File: src/rtl/brc_pkg.sv
package brc_pkg;

    typedef enum logic [1:0] {
        BM_LINEAR = 2'd0,
        BM_WRAP8  = 2'd1,
        BM_WRAP16 = 2'd2,
        BM_WRAP32 = 2'd3
    } burst_mode_e;

    // bit 7 .. bit 0 of the configuration value
    typedef struct packed {
        logic        async_rd;
        logic        rdy_with_data;
        logic        rise_launch;
        burst_mode_e mode;
        logic [2:0]  wait_code;
    } rd_cfg_t;

    typedef enum logic [1:0] {
        SQ_IDLE  = 2'd0,
        SQ_WAIT  = 2'd1,
        SQ_BURST = 2'd2
    } seq_state_e;

    typedef enum logic [1:0] {
        UL_IDLE   = 2'd0,
        UL_FIRST  = 2'd1,
        UL_SECOND = 2'd2
    } unlock_e;

    localparam rd_cfg_t CFG_RESET     = rd_cfg_t'(8'hA0);
    localparam int      UL_OFS_A      = 'h555;
    localparam int      UL_OFS_B      = 'h2AA;
    localparam logic [7:0] UL_BYTE_A  = 8'hAA;
    localparam logic [7:0] UL_BYTE_B  = 8'h55;
    localparam logic [7:0] CMD_SETCFG = 8'hC0;
    localparam logic [2:0] WAIT_MAX   = 3'd5;

    // number of low address bits that step inside a wrap block
    function automatic int wrap_bits(burst_mode_e m);
        case (m)
            BM_WRAP8:  return 3;
            BM_WRAP16: return 4;
            BM_WRAP32: return 5;
            default:   return 0;
        endcase
    endfunction

endpackage

File: src/rtl/brc_cfg_reg.sv
module brc_cfg_reg
    import brc_pkg::*;
#(
    parameter int CFG_LSB = 12,
    localparam int CMD_AW = CFG_LSB + 8
) (
    input  logic              clk,
    input  logic              rst,
    input  logic              cmd_we,
    input  logic [CMD_AW-1:0] cmd_addr,
    input  logic [7:0]        cmd_data,
    input  logic              op_busy,
    output rd_cfg_t           cfg
);
    logic [CFG_LSB-1:0] ofs;
    rd_cfg_t            req;
    unlock_e            stage;
    logic               hit_a, hit_b, hit_set, take;

    assign ofs     = cmd_addr[CFG_LSB-1:0];
    assign req     = rd_cfg_t'(cmd_addr[CFG_LSB +: 8]);
    assign hit_a   = (ofs == CFG_LSB'(UL_OFS_A)) && (cmd_data == UL_BYTE_A);
    assign hit_b   = (ofs == CFG_LSB'(UL_OFS_B)) && (cmd_data == UL_BYTE_B);
    assign hit_set = (ofs == CFG_LSB'(UL_OFS_A)) && (cmd_data == CMD_SETCFG);
    assign take    = (stage == UL_SECOND) && hit_set && !op_busy
                     && (req.wait_code <= WAIT_MAX);

    always_ff @(posedge clk) begin
        if (rst) begin
            stage <= UL_IDLE;
            cfg   <= CFG_RESET;
        end else if (cmd_we) begin
            case (stage)
                UL_IDLE:  stage <= hit_a ? UL_FIRST  : UL_IDLE;
                UL_FIRST: stage <= hit_b ? UL_SECOND : UL_IDLE;
                default:  stage <= UL_IDLE;
            endcase
            if (take) cfg <= req;
        end
    end
endmodule

File: src/rtl/brc_word_rom.sv
module brc_word_rom #(
    parameter int AW   = 8,
    parameter int DW   = 16,
    parameter int SEED = 'hA5C3,
    localparam int DEPTH = 1 << AW
) (
    input  logic [AW-1:0] addr,
    output logic [DW-1:0] word
);
    logic [DW-1:0] words [DEPTH];

    for (genvar i = 0; i < DEPTH; i++) begin : g_word
        assign words[i] = DW'(i * 257) ^ DW'(SEED);
    end

    assign word = words[addr];
endmodule

File: src/rtl/brc_burst_seq.sv
module brc_burst_seq
    import brc_pkg::*;
#(
    parameter int AW = 8,
    parameter int DW = 16,
    localparam int CW = 3
) (
    input  logic          clk,
    input  logic          rst,
    input  logic          async_rd,
    input  logic          rdy_with_data,
    input  burst_mode_e   mode,
    input  logic [2:0]    wait_code,
    input  logic          avd_n,
    input  logic [AW-1:0] rd_addr,
    output logic [AW-1:0] mem_addr,
    input  logic [DW-1:0] mem_word,
    output seq_state_e    st,
    output logic [AW-1:0] cur,
    output logic [DW-1:0] q,
    output logic          rdy
);
    logic [CW-1:0] cnt, cnt_nx, first_edge;
    logic [AW-1:0] step, low_mask, nxt;

    assign first_edge = CW'(wait_code) + CW'(2);
    assign cnt_nx     = cnt + CW'(1);
    assign step       = cur + AW'(1);
    assign low_mask   = AW'((1 << wrap_bits(mode)) - 1);
    assign nxt        = (mode == BM_LINEAR) ? step
                        : ((cur & ~low_mask) | (step & low_mask));
    assign mem_addr   = async_rd ? rd_addr : cur;

    always_ff @(posedge clk) begin
        if (rst) begin
            st  <= SQ_IDLE;
            cur <= '0;
            cnt <= '0;
            q   <= '0;
            rdy <= 1'b0;
        end else if (async_rd) begin
            st  <= SQ_IDLE;
            cnt <= '0;
            q   <= mem_word;
            rdy <= 1'b1;
        end else if (!avd_n) begin
            st  <= SQ_WAIT;
            cur <= rd_addr;
            cnt <= '0;
            q   <= '0;
            rdy <= 1'b0;
        end else begin
            case (st)
                SQ_WAIT: begin
                    if (cnt_nx >= first_edge) begin
                        st  <= SQ_BURST;
                        q   <= mem_word;
                        cur <= nxt;
                        rdy <= 1'b1;
                    end else begin
                        cnt <= cnt_nx;
                        rdy <= !rdy_with_data && (cnt_nx >= first_edge - CW'(1));
                    end
                end
                SQ_BURST: begin
                    q   <= mem_word;
                    cur <= nxt;
                    rdy <= 1'b1;
                end
                default: begin
                    q   <= '0;
                    rdy <= 1'b0;
                end
            endcase
        end
    end
endmodule

File: src/rtl/burst_rd_engine.sv
module burst_rd_engine
    import brc_pkg::*;
#(
    parameter int AW      = 8,
    parameter int DW      = 16,
    parameter int CFG_LSB = 12,
    parameter int SEED    = 'hA5C3,
    localparam int CMD_AW = CFG_LSB + 8
) (
    input  logic              clk,
    input  logic              rst,
    input  logic              cmd_we,
    input  logic [CMD_AW-1:0] cmd_addr,
    input  logic [7:0]        cmd_data,
    input  logic              op_busy,
    input  logic              avd_n,
    input  logic [AW-1:0]     rd_addr,
    output logic [DW-1:0]     rd_data,
    output logic              rd_rdy
);
    rd_cfg_t       cfg;
    seq_state_e    seq_st;
    logic [AW-1:0] cur_addr, mem_addr;
    logic [DW-1:0] mem_word, q_rise, q_fall;

    brc_cfg_reg #(.CFG_LSB(CFG_LSB)) u_cfg (
        .clk(clk), .rst(rst), .cmd_we(cmd_we), .cmd_addr(cmd_addr),
        .cmd_data(cmd_data), .op_busy(op_busy), .cfg(cfg)
    );

    brc_word_rom #(.AW(AW), .DW(DW), .SEED(SEED)) u_rom (
        .addr(mem_addr), .word(mem_word)
    );

    brc_burst_seq #(.AW(AW), .DW(DW)) u_seq (
        .clk(clk), .rst(rst),
        .async_rd(cfg.async_rd), .rdy_with_data(cfg.rdy_with_data),
        .mode(cfg.mode), .wait_code(cfg.wait_code),
        .avd_n(avd_n), .rd_addr(rd_addr),
        .mem_addr(mem_addr), .mem_word(mem_word),
        .st(seq_st), .cur(cur_addr), .q(q_rise), .rdy(rd_rdy)
    );

    // half-cycle delayed copy for falling-edge launch
    always_ff @(negedge clk) begin
        if (rst) q_fall <= '0;
        else     q_fall <= q_rise;
    end

    assign rd_data = cfg.rise_launch ? q_rise : q_fall;
endmodule

File: config.mk
export PLATFORM = sky130hd
export DESIGN_NAME = burst_rd_engine
export DESIGN_NICKNAME = d
export VERILOG_FILES = /design/src/rtl/brc_pkg.sv /design/src/rtl/brc_cfg_reg.sv /design/src/rtl/brc_word_rom.sv /design/src/rtl/brc_burst_seq.sv /design/src/rtl/burst_rd_engine.sv
export SDC_FILE = /design/constraint.sdc
export NUM_CORES = 1
export LEC_CHECK = 0
export BUFFER_PORTS_ARGS = -buffer_cell sky130_fd_sc_hd__buf_2
export CAP_MARGIN = 20
export CORE_ASPECT_RATIO = 0.8
export CORE_UTILIZATION = 50
export CTS_BUF_LIST = sky130_fd_sc_hd__clkbuf_2
export CTS_CLUSTER_SIZE = 28
export DETAILED_ROUTE_END_ITERATION = 7
export PLACE_DENSITY = 0.81
export SYNTH_ARGS = -nofsm -noshare
export SYNTH_HDL_FRONTEND = slang
export SYNTH_HIERARCHICAL = 1
export SYNTH_SLANG_ARGS = --single-unit
export TNS_END_PERCENT = 5
File: constraint.sdc
create_clock -name clk -period 3.25 [get_ports clk]
set_input_delay 0.65 -clock clk [delete_from_list [all_inputs] [get_ports clk]]
set_output_delay 0.65 -clock clk [all_outputs]
set_load 0.02 [all_outputs]
==> metrics.txt, run 1 <==
# TYPE chip_impl_metric gauge
chip_impl_info{name="run_status",value="finished, violations left"} 1
chip_impl_info{name="failing_checks",value="negative setup slack"} 1
chip_impl_metric{name="port-buffer-count",unit=""} 57
chip_impl_metric{name="drt_iter0_drc",unit=""} 174
chip_impl_metric{name="syn-num-nets",unit=""} 392
chip_impl_metric{name="synthAdderAreaFrac",unit=""} 0.0440
chip_impl_metric{name="worst_setup_hold_path_clk_slew",unit="ns"} 0.28
chip_impl_metric{name="worst_skew_pair.late_latency",unit="ns"} 0.48
chip_impl_info{name="worstSetupPathType",value="register to output port"} 1
chip_impl_info{name="yosysMostFrequentCell",value="dfxtp_1"} 1
chip_impl_metric{name="finalSetupViolations",unit=""} 16
chip_impl_metric{name="drv_slew",unit=""} 0
chip_impl_metric{name="crit_path_max_fanout",unit=""} 1
chip_impl_metric{name="chipWidth",unit="um"} 90.4
chip_impl_info{name="synth_top_cells_by_area",value="dfxtp_1, a21oi_1, mux2_2"} 1
chip_impl_info{name="synth-main-ff-cell",value="dfxtp_1"} 1
chip_impl_metric{name="die_area",unit="mm^2"} 0.00657
chip_impl_metric{name="finalClockSkew",unit="ns"} 0.0344
chip_impl_metric{name="synthCells",unit=""} 340
chip_impl_info{name="synth_top_family_by_area",value="simple AND/OR/NAND/NOR gates"} 1
chip_impl_metric{name="drcViolationCount",unit=""} 0
chip_impl_metric{name="drv_cap",unit=""} 0
chip_impl_metric{name="synth-compound-area-share",unit=""} 0.139
chip_impl_metric{name="synthDominantCellAreaShare",unit=""} 0.359
chip_impl_metric{name="number_of_global_route_vias_before_repair",unit=""} 2433
chip_impl_metric{name="min_path_cells",unit=""} 3
chip_impl_metric{name="syn_avg_cell_area",unit="um^2"} 9.19
chip_impl_metric{name="cts-buffers-inserted",unit=""} 5
chip_impl_metric{name="cellPowerDensity",unit="mW/mm^2"} 343
chip_impl_metric{name="leakagePower",unit="nW"} 1.61
chip_impl_metric{name="critPathRequiredTime",unit="ns"} 2.60
chip_impl_info{name="holdCritPathClass",value="primary input to register"} 1
chip_impl_metric{name="slew_headroom",unit=""} 0.472
chip_impl_metric{name="route.vias.total",unit=""} 2624
chip_impl_metric{name="all_layer_gr_usage",unit=""} 0.205
chip_impl_info{name="ctsRootBufferMaster",value="clkbuf_2"} 1
chip_impl_metric{name="final_layout_size_suffix_gt1_frac",unit=""} 0.264
chip_impl_info{name="tritoncts",value="built"} 1
chip_impl_info{name="yosys-top-cells-count",value="dfxtp_1, a21oi_1, nand2_1, nand3_1, mux2_2"} 1
chip_impl_metric{name="synth_sequential_area_ratio",unit=""} 0.359
chip_impl_metric{name="grt_overflow_total",unit=""} 0
chip_impl_info{name="critPathCaptureType",value="output port"} 1
chip_impl_metric{name="cts_max_path_buffers",unit=""} 2
chip_impl_metric{name="worst_hold_slack",unit="ns"} 0.402
chip_impl_metric{name="placed_cells",unit=""} 456
chip_impl_metric{name="postCtsSetupRepairBufs",unit=""} 0
chip_impl_metric{name="final-instance-count-excl-fill",unit=""} 479
chip_impl_metric{name="met2_wirelength",unit="um"} 2980
chip_impl_metric{name="tns",unit="ns"} -3.12
chip_impl_metric{name="cp.arrival",unit="ns"} 2.81
chip_impl_metric{name="cts.htree.levels",unit=""} 2
chip_impl_metric{name="post_synth_num_cell_types",unit=""} 53
chip_impl_metric{name="worst-r2r-cell-count",unit=""} 9
chip_impl_metric{name="detail_route.first_pass.iterations",unit=""} 5
chip_impl_metric{name="flow.area_growth_from_synthesis",unit="%"} 12.5
chip_impl_metric{name="max_slew.worst_pin.slew",unit="ns"} 0.790
chip_impl_metric{name="synth.ff_latch_count",unit=""} 56
chip_impl_info{name="timing.critical_path.from_type",value="register"} 1
chip_impl_metric{name="synth_mux_area_frac",unit=""} 0.102
chip_impl_metric{name="detail_route.wl_per_cell",unit="um"} 13.5
chip_impl_metric{name="drt_wl_total",unit="um"} 6450
chip_impl_metric{name="detailed_placement_wirelength_estimate",unit="um"} 4790
chip_impl_metric{name="postRouteAntennaNets",unit=""} 0
chip_impl_metric{name="grt_antenna_before_repair",unit=""} 0
chip_impl_metric{name="number_of_enable_flip_flop_cells_after_synthesis",unit=""} 0
chip_impl_metric{name="design_power_total",unit="mW"} 1.21
chip_impl_metric{name="setup_slack",unit="ns"} -0.209
chip_impl_metric{name="finalHoldViolations",unit=""} 0
chip_impl_metric{name="floorplan.die.height",unit="um"} 72.7
chip_impl_metric{name="ys_warn_count",unit=""} 6
chip_impl_info{name="rsz0062_at_grt",value="true"} 1
chip_impl_metric{name="clkSinkCount",unit=""} 56
chip_impl_metric{name="core",unit="mm^2"} 0.00597
chip_impl_metric{name="synthSimpleGateAreaFrac",unit=""} 0.251
chip_impl_metric{name="synthXorXnorAreaFrac",unit=""} 0.0280
chip_impl_metric{name="detail_route.wirelength.met1",unit="um"} 3040
chip_impl_metric{name="worst_ir_drop_vdd",unit="mV"} 0.182
chip_impl_metric{name="routed_via_density",unit=""} 5.48
chip_impl_metric{name="antenna-diode-count",unit=""} 0
chip_impl_metric{name="place_congestion",unit=""} 0.837
chip_impl_info{name="highest-signal-layer",value="met4"} 1
chip_impl_metric{name="postCtsHoldBufs",unit=""} 0
chip_impl_metric{name="met3_wirelength",unit="um"} 371
chip_impl_metric{name="wire_length_of_the_first_global_routing_pass",unit="um"} 10900
chip_impl_info{name="yosysTopAreaCell",value="dfxtp_1"} 1
chip_impl_metric{name="asyncSetResetFlopFracSynth",unit=""} 0
chip_impl_metric{name="ios",unit=""} 58
chip_impl_metric{name="row_count",unit=""} 25
chip_impl_metric{name="synthesis.area",unit="mm^2"} 0.00313
chip_impl_metric{name="num-nets-final",unit=""} 449
chip_impl_metric{name="initial_utilization",unit=""} 0.523
chip_impl_metric{name="grt_max_degree",unit=""} 28
sequential cells by signal, indices dropped and copies added (netlist names), named ones only:
register and cells:
u_seq/cur 3, u_seq/rdy 1, u_seq/q 16, q_fall 16, u_cfg/cfg 8, u_cfg/stage 2, u_seq/st 2, u_seq/cnt 3
cell type report:
cell class	count	area, um^2
repair buffers	63	387
clock inverters	18	72.6
multi-input cells	244	1760
flip-flops and latches	56	1120
inverters	11	41.3
fillers	527	2460
clock buffers	6	30.0
well taps	81	101
metal layers:
layer,global-route usage,vias up
met1,0.265,1223
li1,-,1328
met5,0,-
met4,0.0556,0
met3,0.0479,4
met2,0.347,69
final timing paths:
| kind | from | slack (ns) | to |
|---|---|---|---|
| setup / recovery | q_fall[14] | -0.21 | rd_data[14] |
| hold / removal | cmd_addr[12] | 0.40 | u_cfg/cfg[0] |
| setup reg to reg | u_seq/cnt[0] | 0.73 | u_seq/q[15] |
| hold reg to reg | u_cfg/cfg[6] | 0.49 | u_cfg/cfg[6] |
per-stage QoR:
step / util / setup slack [ns] / instance area, um^2
floorplan: - / 0.397 / 3130
global placement: 0.563 / 0.289 / 3360
detailed placement: 0.563 / 0.272 / 3360
CTS: 0.581 / -0.217 / 3470
global route: 0.588 / -0.325 / 3520
finish: 0.588 / -0.209 / 3520
logic make-up (layout without fill, tap and decap cells):
group	count (synthesis)	count (layout)
mux	25	25
buf+inv	40	98
fa+ha+maj	11	11
xor+xnor	10	10
simple gates	131	131
flops	56	56
compound gates	67	67
report_power, final:
part           internal, mW  switching (mW)
clock                0.0845           0.269
combinational        0.0687          0.0675
sequential            0.708         0.00988
worst max-delay path: stages (launching register included):
cell	delay [ns]
dfxtp_1	0.30
mux2_4	0.25
buf_2	0.16
what timing repair did:
item / in CTS / in global routing
hold endpoints to repair: 0 / 0
pin swaps: 0 / 0
setup endpoints to repair: 16 / 16
resized for setup: 4 / 14
cells in the final DEF (no fill, tap or decap), drive strengths merged, types with 4 or more instances in the layout:
cell    instances
nor2b           6
dfxtp          56
nand4          10
nor4b           5
nand2b          7
nand2          27
a21oi          33
clkbuf          6
ha             11
and2b          12
nor3            6
a21o            4
mux2           24
buf            63
xor2            8
and3            7
inv            29
nand3          27
o31ai           8
nor2           11
No activity file was read; power rests on OpenSTA's default activity.
==> run 2, diff against run 1 <==
- SKIP_LAST_GASP: not set -> 1
==> run 2 against run 1 <==
The run still ends with negative setup slack left. Via count decreased by 0.76%. Utilization decreased by 0.73 points. Sequential share of layout area increased by 0.40 points. Count of clock-buffer cells in the layout unchanged. Global-route usage unchanged. Clock power about the same. Die area unchanged. Critical path depth unchanged. Non-clock buffer count unchanged. Clock skew increased by 0.0014 ns. Largest power group unchanged. Highest routed layer unchanged.
==> metrics.txt, run 2 (synthesized netlist as in run 1, its figures left out) <==
# TYPE chip_impl_metric gauge
chip_impl_info{name="run_status",value="finished, violations left"} 1
chip_impl_info{name="failing_checks",value="negative setup slack"} 1
chip_impl_metric{name="leakagePower",unit="nW"} 1.60
chip_impl_metric{name="worst_hold_slack",unit="ns"} 0.403
chip_impl_metric{name="number_of_global_route_vias_before_repair",unit=""} 2433
chip_impl_info{name="cp-startpoint",value="q_fall[2]"} 1
chip_impl_metric{name="routed_via_density",unit=""} 5.44
chip_impl_metric{name="cellPowerDensity",unit="mW/mm^2"} 345
chip_impl_metric{name="detail_route.wl_per_cell",unit="um"} 13.3
chip_impl_metric{name="wire_length_of_the_first_global_routing_pass",unit="um"} 10900
chip_impl_metric{name="setup_slack",unit="ns"} -0.204
chip_impl_metric{name="all_layer_gr_usage",unit=""} 0.205
chip_impl_metric{name="ios",unit=""} 58
chip_impl_metric{name="floorplan.die.height",unit="um"} 72.7
chip_impl_metric{name="placement.setup.worst_slack",unit="ns"} 0.272
chip_impl_metric{name="die_area",unit="mm^2"} 0.00657
chip_impl_metric{name="postCtsSetupRepairBufs",unit=""} 0
chip_impl_info{name="critical_path.reg2reg.endpoint",value="u_seq/q[15]"} 1
chip_impl_info{name="rsz0062_at_grt",value="true"} 1
chip_impl_metric{name="drcViolationCount",unit=""} 0
chip_impl_metric{name="worst_skew_pair.late_latency",unit="ns"} 0.48
chip_impl_metric{name="drt_wl_total",unit="um"} 6360
chip_impl_info{name="layout_commonest_cell",value="dfxtp_1"} 1
chip_impl_info{name="reg2reg_from",value="u_seq/cnt[0]"} 1
chip_impl_metric{name="slew_headroom",unit=""} 0.461
chip_impl_metric{name="placed_cells",unit=""} 456
chip_impl_metric{name="grt_overflow_total",unit=""} 0
chip_impl_metric{name="clkSinkCount",unit=""} 56
chip_impl_info{name="worstSetupPathType",value="register to output port"} 1
chip_impl_metric{name="finalSetupViolations",unit=""} 16
chip_impl_metric{name="finalClockSkew",unit="ns"} 0.0357
chip_impl_metric{name="drt_iter0_drc",unit=""} 147
chip_impl_metric{name="core",unit="mm^2"} 0.00597
chip_impl_metric{name="flow.area_growth_from_synthesis",unit="%"} 11.1
chip_impl_metric{name="grt_max_degree",unit=""} 28
chip_impl_info{name="critPathCaptureType",value="output port"} 1
chip_impl_info{name="hold_worst_path_end",value="u_cfg/cfg[0]"} 1
chip_impl_metric{name="finish.utilization",unit=""} 0.581
chip_impl_info{name="timing.critical_path.from_type",value="register"} 1
chip_impl_metric{name="antenna-diode-count",unit=""} 0
chip_impl_metric{name="crit_path_max_fanout",unit=""} 1
chip_impl_metric{name="placedInstanceArea",unit="mm^2"} 0.00336
chip_impl_metric{name="worst_setup_hold_path_clk_slew",unit="ns"} 0.29
chip_impl_metric{name="grt_antenna_before_repair",unit=""} 0
chip_impl_metric{name="min_path_cells",unit=""} 3
chip_impl_metric{name="chipWidth",unit="um"} 90.4
chip_impl_info{name="min-delay-start",value="cmd_addr[12]"} 1
chip_impl_metric{name="row_count",unit=""} 25
chip_impl_metric{name="detail_route.first_pass.iterations",unit=""} 5
chip_impl_metric{name="timing.reg2reg.setup_slack",unit="ns"} 0.72
chip_impl_metric{name="place_congestion",unit=""} 0.837
chip_impl_metric{name="postCtsHoldBufs",unit=""} 0
chip_impl_metric{name="cts-buffers-inserted",unit=""} 5
chip_impl_metric{name="initial_utilization",unit=""} 0.523
chip_impl_metric{name="max_slew.worst_pin.slew",unit="ns"} 0.807
chip_impl_metric{name="critPathRequiredTime",unit="ns"} 2.60
chip_impl_info{name="ctsRootBufferMaster",value="clkbuf_2"} 1
chip_impl_metric{name="cts_max_path_buffers",unit=""} 2
chip_impl_metric{name="final-instance-count-excl-fill",unit=""} 479
chip_impl_metric{name="worst_ir_drop_vdd",unit="mV"} 0.187
chip_impl_metric{name="finalHoldViolations",unit=""} 0
chip_impl_metric{name="num-nets-final",unit=""} 449
chip_impl_metric{name="detailed_placement_wirelength_estimate",unit="um"} 4790
chip_impl_metric{name="cp.arrival",unit="ns"} 2.80
chip_impl_metric{name="final_layout_size_suffix_gt1_frac",unit=""} 0.264
chip_impl_metric{name="drv_cap",unit=""} 0
chip_impl_info{name="final_cell_mix",value="dfxtp_1, buf_2, a21oi_1"} 1
chip_impl_metric{name="postRouteAntennaNets",unit=""} 0
chip_impl_metric{name="port-buffer-count",unit=""} 57
chip_impl_metric{name="cts.htree.levels",unit=""} 2
chip_impl_info{name="tritoncts",value="built"} 1
chip_impl_info{name="largest_registers",value="q_fall x16, u_seq/q x16, u_cfg/cfg x8"} 1
chip_impl_info{name="holdCritPathClass",value="primary input to register"} 1
chip_impl_metric{name="stdcell_area",unit="mm^2"} 0.00347
chip_impl_metric{name="worst-r2r-cell-count",unit=""} 9
chip_impl_metric{name="drv_slew",unit=""} 0
chip_impl_metric{name="route.vias.total",unit=""} 2604
run 2: cell types whose count changed in the layout (fill, tap and decap cells not counted):
cell and change:
buf_2 +7, buf_6 -7
run 2: worst max-delay path by stage:
stage                 end  slack [ns]  depth (start not counted)
3_3_place_gp   rd_data[3]        0.29                          2
4_1_cts        rd_data[2]       -0.22                          2
3_5_place_dp    q_fall[9]        0.27                          2
5_1_grt        rd_data[2]       -0.33                          2
6_report       rd_data[2]       -0.20                          2
2_1_floorplan  rd_data[0]        0.40                          1
run 2: critical path, stage by stage, from the launching register on:
cell and delay (ns):
dfxtp_1 0.31, mux2_2 0.26, buf_6 0.13
run 2: repair_timing:
action	CTS	global route
endpoints found under the hold margin	0	0
setup endpoints to repair	16	16
resized for setup	4	0
run 2: stage by stage:
step	TNS [ns]	power, mW
5_1_grt	-4.77	1.28
3_3_place_gp	0	0.888
2_1_floorplan	0	0.846
3_5_place_dp	0	0.890
6_report	-3.12	1.20
4_1_cts	-3.40	1.21
run 2: report_power, final:
group	internal [mW]	switching (mW)
Sequential	0.708	0.00974
Clock	0.0845	0.266
Combinational	0.0632	0.0658
run 2: metal layers:
metal | vias to the layer above | GRT usage | share of wire | wire length (um)
li1 | 1326 | - | - | -
met1 | 1200 | 0.265 | 0.47 | 2970
met2 | 72 | 0.347 | 0.46 | 2940
met3 | 6 | 0.0479 | 0.060 | 384
met4 | 0 | 0.0556 | 0.0093 | 59
met5 | - | 0 | 0 | 0
run 2: layout make-up:
cell class                 count  area [um^2]
multi-input combinational    244         1760
timing repair buffer          63          343
sequential                    56         1120
tap                           81          101
fill                         527         2500
inverter                      11         41.3
clock inverter                18         72.6
clock buffer                   6         30.0
